===== src/rtl/cmp_retrig_pkg.sv =====
package cmp_retrig_pkg;

    typedef enum logic [1:0] {
        ST_IDLE = 2'd0,
        ST_BUSY = 2'd1,
        ST_EVAL = 2'd2
    } seq_state_t;

    typedef enum logic [1:0] {
        CALC_DELTA    = 2'd0,
        CALC_SETPT    = 2'd1,
        CALC_FILT     = 2'd2,
        CALC_RESERVED = 2'd3
    } calc_sel_t;

    typedef enum logic [2:0] {
        IRQ_NEVER     = 3'd0,
        IRQ_LT_LOW    = 3'd1,
        IRQ_GE_LOW    = 3'd2,
        IRQ_INSIDE    = 3'd3,
        IRQ_OUTSIDE   = 3'd4,
        IRQ_LT_UP     = 3'd5,
        IRQ_GE_UP     = 3'd6,
        IRQ_ALWAYS    = 3'd7
    } irq_mode_t;

endpackage


===== src/rtl/cmp_trig_sync.sv =====
module cmp_trig_sync #(
    parameter int NTRIG       = 4,
    parameter int SYNC_STAGES = 2,
    localparam int TSW        = (NTRIG > 1) ? $clog2(NTRIG) : 1
) (
    input  logic             clk,
    input  logic             rst_n,
    input  logic [NTRIG-1:0] trig_in,
    input  logic [TSW-1:0]   trig_sel,
    output logic             trig_edge
);

    logic [SYNC_STAGES-1:0][NTRIG-1:0] stage_q;
    logic                              sel_now;
    logic                              sel_prev_q;

    // Synchronizer chain, one column per trigger input
    always_ff @(posedge clk or negedge rst_n) begin
        if (!rst_n) begin
            stage_q <= '0;
        end else begin
            stage_q[0] <= trig_in;
            for (int s = 1; s < SYNC_STAGES; s++) begin
                stage_q[s] <= stage_q[s-1];
            end
        end
    end

    assign sel_now = stage_q[SYNC_STAGES-1][trig_sel];

    always_ff @(posedge clk or negedge rst_n) begin
        if (!rst_n) begin
            sel_prev_q <= 1'b0;
        end else begin
            sel_prev_q <= sel_now;
        end
    end

    assign trig_edge = sel_now & ~sel_prev_q;

endmodule


===== src/rtl/cmp_err_calc.sv =====
module cmp_err_calc
    import cmp_retrig_pkg::*;
#(
    parameter int DW = 16
) (
    input  logic          clk,
    input  logic          rst_n,
    input  logic          capture,
    input  logic [1:0]    calc_sel,
    input  logic [DW-1:0] result,
    input  logic [DW-1:0] filtered,
    input  logic [DW-1:0] setpoint,
    output logic [DW-1:0] err_q
);

    logic [DW-1:0] prev_q;
    logic [DW-1:0] minuend;
    logic [DW-1:0] subtrahend;

    always_comb begin
        unique case (calc_sel_t'(calc_sel))
            CALC_DELTA: begin
                minuend    = result;
                subtrahend = prev_q;
            end
            CALC_FILT: begin
                minuend    = filtered;
                subtrahend = setpoint;
            end
            CALC_SETPT, CALC_RESERVED: begin
                minuend    = result;
                subtrahend = setpoint;
            end
        endcase
    end

    always_ff @(posedge clk or negedge rst_n) begin
        if (!rst_n) begin
            err_q  <= '0;
            prev_q <= '0;
        end else if (capture) begin
            err_q  <= minuend - subtrahend;
            prev_q <= result;
        end
    end

endmodule


===== src/rtl/cmp_thresh.sv =====
module cmp_thresh
    import cmp_retrig_pkg::*;
#(
    parameter int DW = 16
) (
    input  logic [DW-1:0] err,
    input  logic [DW-1:0] upper_th,
    input  logic [DW-1:0] lower_th,
    input  logic [2:0]    irq_mode,
    output logic          hit
);

    logic lt_low;
    logic lt_up;

    assign lt_low = $signed(err) < $signed(lower_th);
    assign lt_up  = $signed(err) < $signed(upper_th);

    always_comb begin
        unique case (irq_mode_t'(irq_mode))
            IRQ_NEVER:   hit = 1'b0;
            IRQ_LT_LOW:  hit = lt_low;
            IRQ_GE_LOW:  hit = ~lt_low;
            IRQ_INSIDE:  hit = ~lt_low & lt_up;
            IRQ_OUTSIDE: hit = lt_low | ~lt_up;
            IRQ_LT_UP:   hit = lt_up;
            IRQ_GE_UP:   hit = ~lt_up;
            IRQ_ALWAYS:  hit = 1'b1;
        endcase
    end

endmodule


===== src/rtl/cmp_seq_ctrl.sv =====
module cmp_seq_ctrl
    import cmp_retrig_pkg::*;
(
    input  logic clk,
    input  logic rst_n,
    input  logic start_req,
    input  logic done,
    input  logic hit,
    input  logic cont,
    input  logic stop_on_irq,
    input  logic irq_clr,
    output logic go,
    output logic capture,
    output logic st_eval,
    output logic irq_flag
);

    seq_state_t state_q;
    seq_state_t state_d;

    // State register
    always_ff @(posedge clk or negedge rst_n) begin
        if (!rst_n) begin
            state_q <= ST_IDLE;
        end else begin
            state_q <= state_d;
        end
    end

    // Next state
    always_comb begin
        state_d = state_q;
        unique case (state_q)
            ST_IDLE: if (start_req) state_d = ST_BUSY;
            ST_BUSY: if (done)      state_d = ST_EVAL;
            ST_EVAL: begin
                if (cont && !(hit && stop_on_irq)) state_d = ST_BUSY;
                else                               state_d = ST_IDLE;
            end
            default: state_d = ST_IDLE;
        endcase
    end

    // Outputs
    always_comb begin
        go      = 1'b0;
        capture = 1'b0;
        st_eval = 1'b0;
        unique case (state_q)
            ST_IDLE: go = 1'b0;
            ST_BUSY: begin
                go      = 1'b1;
                capture = done;
            end
            ST_EVAL: begin
                go      = 1'b1;
                st_eval = 1'b1;
            end
            default: go = 1'b0;
        endcase
    end

    // Sticky interrupt flag, set wins over clear
    always_ff @(posedge clk or negedge rst_n) begin
        if (!rst_n) begin
            irq_flag <= 1'b0;
        end else if (st_eval && hit) begin
            irq_flag <= 1'b1;
        end else if (irq_clr) begin
            irq_flag <= 1'b0;
        end
    end

endmodule


===== src/rtl/cmp_retrig.sv =====
module cmp_retrig
    import cmp_retrig_pkg::*;
#(
    parameter int DW          = 16,
    parameter int NTRIG       = 4,
    parameter int SYNC_STAGES = 2,
    localparam int TSW        = (NTRIG > 1) ? $clog2(NTRIG) : 1
) (
    input  logic             clk,
    input  logic             rst_n,
    input  logic [1:0]       cfg_calc_sel,
    input  logic [2:0]       cfg_irq_mode,
    input  logic             cfg_cont,
    input  logic             cfg_stop_on_irq,
    input  logic [TSW-1:0]   cfg_trig_sel,
    input  logic [NTRIG-1:0] trig_in,
    input  logic             sw_start,
    input  logic [DW-1:0]    result,
    input  logic [DW-1:0]    filtered,
    input  logic [DW-1:0]    setpoint,
    input  logic [DW-1:0]    upper_th,
    input  logic [DW-1:0]    lower_th,
    input  logic             done,
    input  logic             irq_clr,
    output logic             go,
    output logic [DW-1:0]    err_out,
    output logic             irq_flag
);

    logic trig_edge;
    logic start_req;
    logic capture;
    logic st_eval;
    logic hit;

    cmp_trig_sync #(
        .NTRIG       (NTRIG),
        .SYNC_STAGES (SYNC_STAGES)
    ) u_sync (
        .clk       (clk),
        .rst_n     (rst_n),
        .trig_in   (trig_in),
        .trig_sel  (cfg_trig_sel),
        .trig_edge (trig_edge)
    );

    assign start_req = sw_start | trig_edge;

    cmp_err_calc #(.DW(DW)) u_calc (
        .clk      (clk),
        .rst_n    (rst_n),
        .capture  (capture),
        .calc_sel (cfg_calc_sel),
        .result   (result),
        .filtered (filtered),
        .setpoint (setpoint),
        .err_q    (err_out)
    );

    cmp_thresh #(.DW(DW)) u_cmp (
        .err      (err_out),
        .upper_th (upper_th),
        .lower_th (lower_th),
        .irq_mode (cfg_irq_mode),
        .hit      (hit)
    );

    cmp_seq_ctrl u_ctrl (
        .clk         (clk),
        .rst_n       (rst_n),
        .start_req   (start_req),
        .done        (done),
        .hit         (hit),
        .cont        (cfg_cont),
        .stop_on_irq (cfg_stop_on_irq),
        .irq_clr     (irq_clr),
        .go          (go),
        .capture     (capture),
        .st_eval     (st_eval),
        .irq_flag    (irq_flag)
    );

endmodule


===== config.mk =====
export PLATFORM = sky130hd
export DESIGN_NAME = cmp_retrig
export DESIGN_NICKNAME = d
export VERILOG_FILES = /design/src/rtl/cmp_retrig_pkg.sv /design/src/rtl/cmp_trig_sync.sv /design/src/rtl/cmp_err_calc.sv /design/src/rtl/cmp_thresh.sv /design/src/rtl/cmp_seq_ctrl.sv /design/src/rtl/cmp_retrig.sv
export SDC_FILE = /design/constraint.sdc
export NUM_CORES = 1
export LEC_CHECK = 0
export BUFFER_PORTS_ARGS = -buffer_cell sky130_fd_sc_hd__buf_2
export CAP_MARGIN = 40
export CORE_ASPECT_RATIO = 0.75
export CORE_UTILIZATION = 52
export DETAILED_ROUTE_END_ITERATION = 7
export PLACE_DENSITY_LB_ADDON = 0.12
export SLEW_MARGIN = 15
export SYNTH_ARGS = -nofsm -noshare
export SYNTH_HDL_FRONTEND = slang
export SYNTH_HIERARCHICAL = 1
export SYNTH_SLANG_ARGS = --single-unit

===== constraint.sdc =====
create_clock -name clk -period 3.2 [get_ports clk]
set_input_delay 0.16 -clock clk [delete_from_list [all_inputs] [get_ports clk]]
set_output_delay 0.16 -clock clk [all_outputs]
set_load 0.02 [all_outputs]

# Word-level counts from Yosys, hierarchy flattened
# Index checks and enable logic that the tools add are counted.
[word_totals]
ff_bits = 44
input_bits = 98
[classes]
order_cmp = 3
reduce_logical = 12
n_mux = 14
bitwise_logic = 7
eq_ne = 14
add_sub_neg = 1
[op_table]
columns = ["op", "count"]
rows = [
  ["16-bit one-hot mux with 2 select lines", 2],
  ["16-bit less-than comparator", 2],
  ["16-bit subtractor", 1],
  ["3-bit == test, second input constant", 4],
  ["1-bit one-hot mux with 8 select lines", 1],
  ["1-bit 2-to-1 mux", 7],
  ["2-bit == test, second input constant", 3],
  ["3-bit by 2-bit == test with 1-bit output, second input constant", 2],
  ["2-bit one-hot mux with 3 select lines", 1],
  ["3-bit OR reduction", 2],
  ["2-bit by 1-bit == test with 1-bit output, second input constant", 2],
  ["2-bit zero test", 2],
  ["2-bit 2-to-1 mux", 2],
  ["2-bit != test, second input constant", 2],
  ["3-bit by 1-bit == test with 1-bit output, second input constant", 1],
  ["1-bit logical AND", 3],
  ["3-bit zero test", 1],
  ["2-bit by 3-bit less-than comparator with 1-bit output, second input constant", 1],
  ["1-bit NOT", 3],
  ["1-bit AND", 2],
  ["1-bit binary-select mux with 2-bit select", 1],
  ["1-bit OR", 2],
  ["2-bit AND reduction", 1],
  ["2-bit nonzero test", 1],
  ["2 further kinds", 2],
]

# Depth between registers and ports, before layout
[logic_depth]
depth_word = 9
mapped_depth = 13
ltp_nobuf = 11

# Cells and area by module
# The synthesis kept the hierarchy.
[modules_own_cells]
columns = ["module", "area_each_um2", "cells_per_inst", "instances"]
rows = [
  ["cmp_err_calc", 2299.7, 216, 1],
  ["cmp_thresh", 845.8, 114, 1],
  ["cmp_trig_sync", 261.5, 11, 1],
  ["cmp_seq_ctrl", 245.2, 23, 1],
  ["cmp_retrig", 6.3, 1, 1],
]

# Least setup slack after synthesis
# Ideal clock, no wire load.
[synth_timing]
path_kind = "input port to flip-flop"
from = "input cfg_calc_sel[1]"
to = "register u_calc.err_q[8]"
t_required_ns = 3.075
stages = 13
arrival_ns = 2.545
slack_ns = 0.530
n_path_buf = 2
path_cell_list = "nor2b_1 > clkbuf_1 > buf_2 > mux2i_1 > ha_1 > inv_1 > fa_1 > a21oi_1 > o21bai_1 > a21oi_1 > o21ai_1 > xnor2_1 > mux2_2"
[synth_via]
elab_chain_cells = 4
word_cells_on_any_way = 9
classes_between = "add/sub: 1; eq/ne: 3; mux: 2; reduce/logical: 3"
[synth_lines]
columns = ["element", "line", "text"]
rows = [
  ["start: declaration", "cmp_retrig.sv:11", "input logic [1:0] cfg_calc_sel,"],
  ["2-bit by 1-bit == test with 1-bit output (tied with other cells)", "cmp_err_calc.sv:21", "unique case (calc_sel_t'(calc_sel))"],
  ["3-bit OR reduction (no line)", "n/a", ""],
  ["16-bit one-hot mux with 2 select lines", "cmp_err_calc.sv:21", ""],
  ["16-bit subtractor (*)", "cmp_err_calc.sv:42", "err_q <= minuend - subtrahend;"],
  ["end signal: assignment", "cmp_err_calc.sv:42", ""],
  ["end: declaration", "cmp_err_calc.sv:13", "output logic [DW-1:0] err_q"],
]
# Mark *: on every way between the ends. The rest lies on a longest branch, timed or not.
# A chain may end at the register's enable or synchronous reset.

# Final worst setup path
[layout_timing]
from = "register u_calc.err_q[2]"
to = "register u_ctrl.state_q[0]"
[layout_via]
elab_chain_cells = 9
word_cells_on_any_way = 12
classes_between = "order compare: 2; mux: 3; bitwise: 4; reduce/logical: 3"
[layout_lines]
columns = ["element", "line", "text"]
rows = [
  ["16-bit less-than comparator (on tied branches)", "cmp_thresh.sv:17, cmp_thresh.sv:16", ""],
  ["1-bit NOT (on tied branches)", "n/a", ""],
  ["1-bit OR / 1-bit AND (equally long branches)", "cmp_thresh.sv:25, cmp_thresh.sv:24", ""],
  ["1-bit one-hot mux with 8 select lines (*)", "cmp_thresh.sv:20", "unique case (irq_mode_t'(irq_mode))"],
  ["via hit", "cmp_retrig.sv:34", "logic hit;"],
  ["1-bit logical AND (*)", "cmp_seq_ctrl.sv:37", "if (cont && !(hit && stop_on_irq)) state_d = ST_BUSY;"],
  ["1-bit zero test (*)", "cmp_seq_ctrl.sv:37", ""],
  ["1-bit logical AND (*)", "cmp_seq_ctrl.sv:37", ""],
  ["1-bit 2-to-1 mux (*)", "cmp_seq_ctrl.sv:37", ""],
  ["2-bit one-hot mux with 3 select lines (*)", "cmp_seq_ctrl.sv:33", "unique case (state_q)"],
  ["end signal: assignment", "cmp_seq_ctrl.sv:26", "state_q <= state_d;"],
  ["end: declaration", "cmp_seq_ctrl.sv:18", "seq_state_t state_q;"],
]
# The timed path passes the listed nets; every way through them passes the cells marked *.

==> flow_summary_export.csv <==
group,metric,value,unit
timing,fin_crit_sh,0.857,
power,power_density,683,nW/um2
global_route,grt_pass1_vias,3020,
synth,yosysSeqAreaShare,0.301,
timing,setup_viol,0,
synth,synthAdderAreaFrac,0.176,
synth,synth_nets,514,
clocking,root_buffer,"clkbuf_8",
worst_setup_path,worstSetupPathType,"reg2reg",
timing,setup_ws,0.457,ns
synth,synthTopCellsByArea,"dfrtp_1, ha_1, mux2_2, inv_1, mux2i_1",
synth,synth_edf_count,0,
timing,slew_violations,0,
synth,synth.largest_area_cell,"dfrtp_1",
synth,async_reset_ff_frac,1.00,
timing,hold_viol_final,0,
synth,ys_seq_elements,44,
detailed_routing,postRouteAntennaNets,0,
synth,synth_compound_area_frac,0.148,
synth,synth_xor_area_frac,0.0359,
global_route,grt_pass1_wl,13600,um
placement,dp_slack,0.418,ns
placement,hpwl,6910,um
worst_setup_path,path_max_fanout,4,
global_route,grt_util_all_layers,0.234,
clocking,clk_latency,0.29,ns
worst_setup_path,startpoint_type,"register",
die,die_y,74.6,um
layout,syn2layout_area_growth,23.6,%
clocking,cts.sinks,44,
power,pwr-share-seq,0.325,
placement,place_inst,561,
flow_run,drv_cap,0,
synth,yosys.area_share.simple,0.102,
synth,ys.flop_type,"dfrtp_1",
placement,postPlaceCellArea,4380,um2
synth,synth_cell_types,60,
layout,finish.instance_area,4520,um2
timing,grt_setup_unrepaired,"no",
power,switchingPower,1.30,mW
synth,synth_top_family_by_area,"multiplexers",
detailed_routing,num_vias,3092,
power,peakVddDrop,0.301,mV
clocking,clkTransAtPathRegs,0.08,ns
layout,final_cells,574,
power,clockPowerShare,0.115,
worst_setup_path,reg2reg_slack,0.46,ns
clocking,ctsResizeCount,0,
layout,insertedDiodeCount,0,
detailed_routing,route.detailed.drc,0,
die,die_x,98.9,um
global_route,grt-ovfl-total,0,
timing,fin_setup_tns,0,ns
die,io_pins,116,
synth,avgSynthCellArea,10.0,um2
layout,drive_gt1_frac,0.357,
detailed_routing,drt-initial-drc-count,136,
outcome,outcome,"finished, final reports clean",
worst_hold_path,hold_class,"in2reg",
worst_setup_path,required,3.43,ns
layout,nNetsFinal,638,
synth,ys.warnings.count,6,
power,p_int,1.79,mW
power,power_frac_comb,0.560,
power,p_sw_frac,0.421,
clocking,h-tree-depth,2,
die,die-area,7380,um2
clocking,cts_buffers,5,
synth,synth_mux_area_frac,0.180,
detailed_routing,wl,8390,um
timing,tightest_slew,0.589,ns
global_route,antenna_found_initial,0,
worst_setup_path,worst_setup_path_end_kind,"register",
timing,min_period,2.74,ns
timing,fin_skew,0.00454,ns
synth,synth_common_cells,"ha_1, inv_1, dfrtp_1",
power,leakage,2.29,nW
detailed_routing,dr.pass1.iters,4,
clocking,cts_tree,"done",
die,core-area,6800,um2
synth,netlist_area,3660,um2
layout,fillers,569,
synth,synth_most_common_cell,"ha_1",
die,rows,26,
layout,utilization,0.665,
synth,synth_cells,365,
timing,max_freq,0.365,GHz
detailed_routing,wire_per_inst,14.6,um
detailed_routing,via_per_inst,5.39,
worst_setup_path,arrival,2.97,ns
synth,yosysTopAreaCellShare,0.301,
die,initial_core_util,0.538,
placement,place_congestion,0.852,
placement,numPortBuffers,115,
timing,timing.hold.ws,0.0474,ns
power,power.total,3.09,mW
clocking,clk_path_buf_depth,2,
global_route,grt_max_degree,26,
timing,slew_headroom,0.607,
==> routing by layer <==
layer	wire length [um]	up-vias	global-route usage
met3	480	9	0.0371
met2	3690	102	0.400
li1	-	1563	-
met4	65	0	0.0531
met5	0	-	0
met1	4160	1418	0.318
==> final timing paths <==
path / start / end / cells past startpoint
max in group asynchronous: rst_n / u_calc/prev_q[1] / 3
min in group asynchronous: rst_n / u_ctrl/irq_flag / 2
hold / removal: irq_clr / u_ctrl/irq_flag / 2
setup / recovery: u_calc/err_q[2] / u_ctrl/state_q[0] / 9
setup reg to reg: u_calc/err_q[2] / u_ctrl/state_q[0] / 9
hold reg to reg: u_sync/stage_q[2] / u_sync/stage_q[6] / 0
==> cell type report <==
cell class | count | area, um2 | area share
sequential | 44 | 1100 | 0.243
inverter | 46 | 173 | 0.0382
tap | 84 | 105 | 0.0232
clock buffer | 6 | 82.6 | 0.0183
multi-input combinational | 267 | 2350 | 0.519
timing repair buffer | 125 | 703 | 0.156
clock inverter | 2 | 10.0 | 0.00221
==> cell families after synthesis <==
| group | count (synthesis) |
|---|---|
| AO/OA/AOI/OAI | 77 |
| flip-flops | 44 |
| XOR/XNOR | 15 |
| multiplexers | 59 |
| AND/OR/NAND/NOR | 65 |
| buffers and inverters | 54 |
| adder cells (fa/ha/maj) | 51 |
==> cell usage in the layout, fill, tap and decap left out, drive strengths merged, types with 3 or more instances in the layout <==
cell type    synthesis  layout
xnor2               12      12
nand3                5       5
nor2b                7       7
ha                  50      50
clkbuf               2       6
o211ai               6       6
a211oi               6       6
nor2                17      17
mux2i               17      17
nand4                5       5
dlygate4sd3          0       5
nand2               10      10
buf                  6     120
mux2                41      41
o21ai               12      12
a21oi               25      25
a21o                 6       6
xor2                 3       3
nand2b               5       5
nor4                 3       3
or2                  3       3
dfrtp               44      44
inv                 46      46
a2111oi              4       4
==> worst max-delay path, cell delays in order (launching register included) <==
cell and delay [ns]:
dfrtp_1 0.43, ha_1 0.31, o211ai_1 0.09, a2111oi_0 0.53, o2111ai_1 0.20, a22o_1 0.24
mux2i_1 0.17, a31oi_1 0.15, a2111oi_2 0.39, a221o_1 0.17
==> registers in the layout, summed over array words and instances (netlist names) <==
signal             cells
u_sync/stage_q         8
u_ctrl/irq_flag        1
u_calc/prev_q         16
u_sync/sel_prev_q      1
u_calc/err_q          16
u_ctrl/state_q         2
==> power by group through the flow <==
| stage | combinational [mW] | sequential [mW] | clock (mW) |
|---|---|---|---|
| 2_1_floorplan | 1.14 | 1.08 | 0 |
| 3_3_place_gp | 1.63 | 0.994 | 0 |
| 3_5_place_dp | 1.71 | 1.02 | 0 |
| 4_1_cts | 1.73 | 1.01 | 0.370 |
| 5_1_grt | 1.92 | 1.03 | 0.395 |
| 6_report | 1.73 | 1.00 | 0.355 |
==> what timing repair did <==
action	4_1_cts	5_1_grt
endpoints found under the hold margin	26	0
setup endpoints to repair	0	0
hold buffers	5	0
setup buffers	0	0
Note: power is estimated with default switching activity, not from simulation.
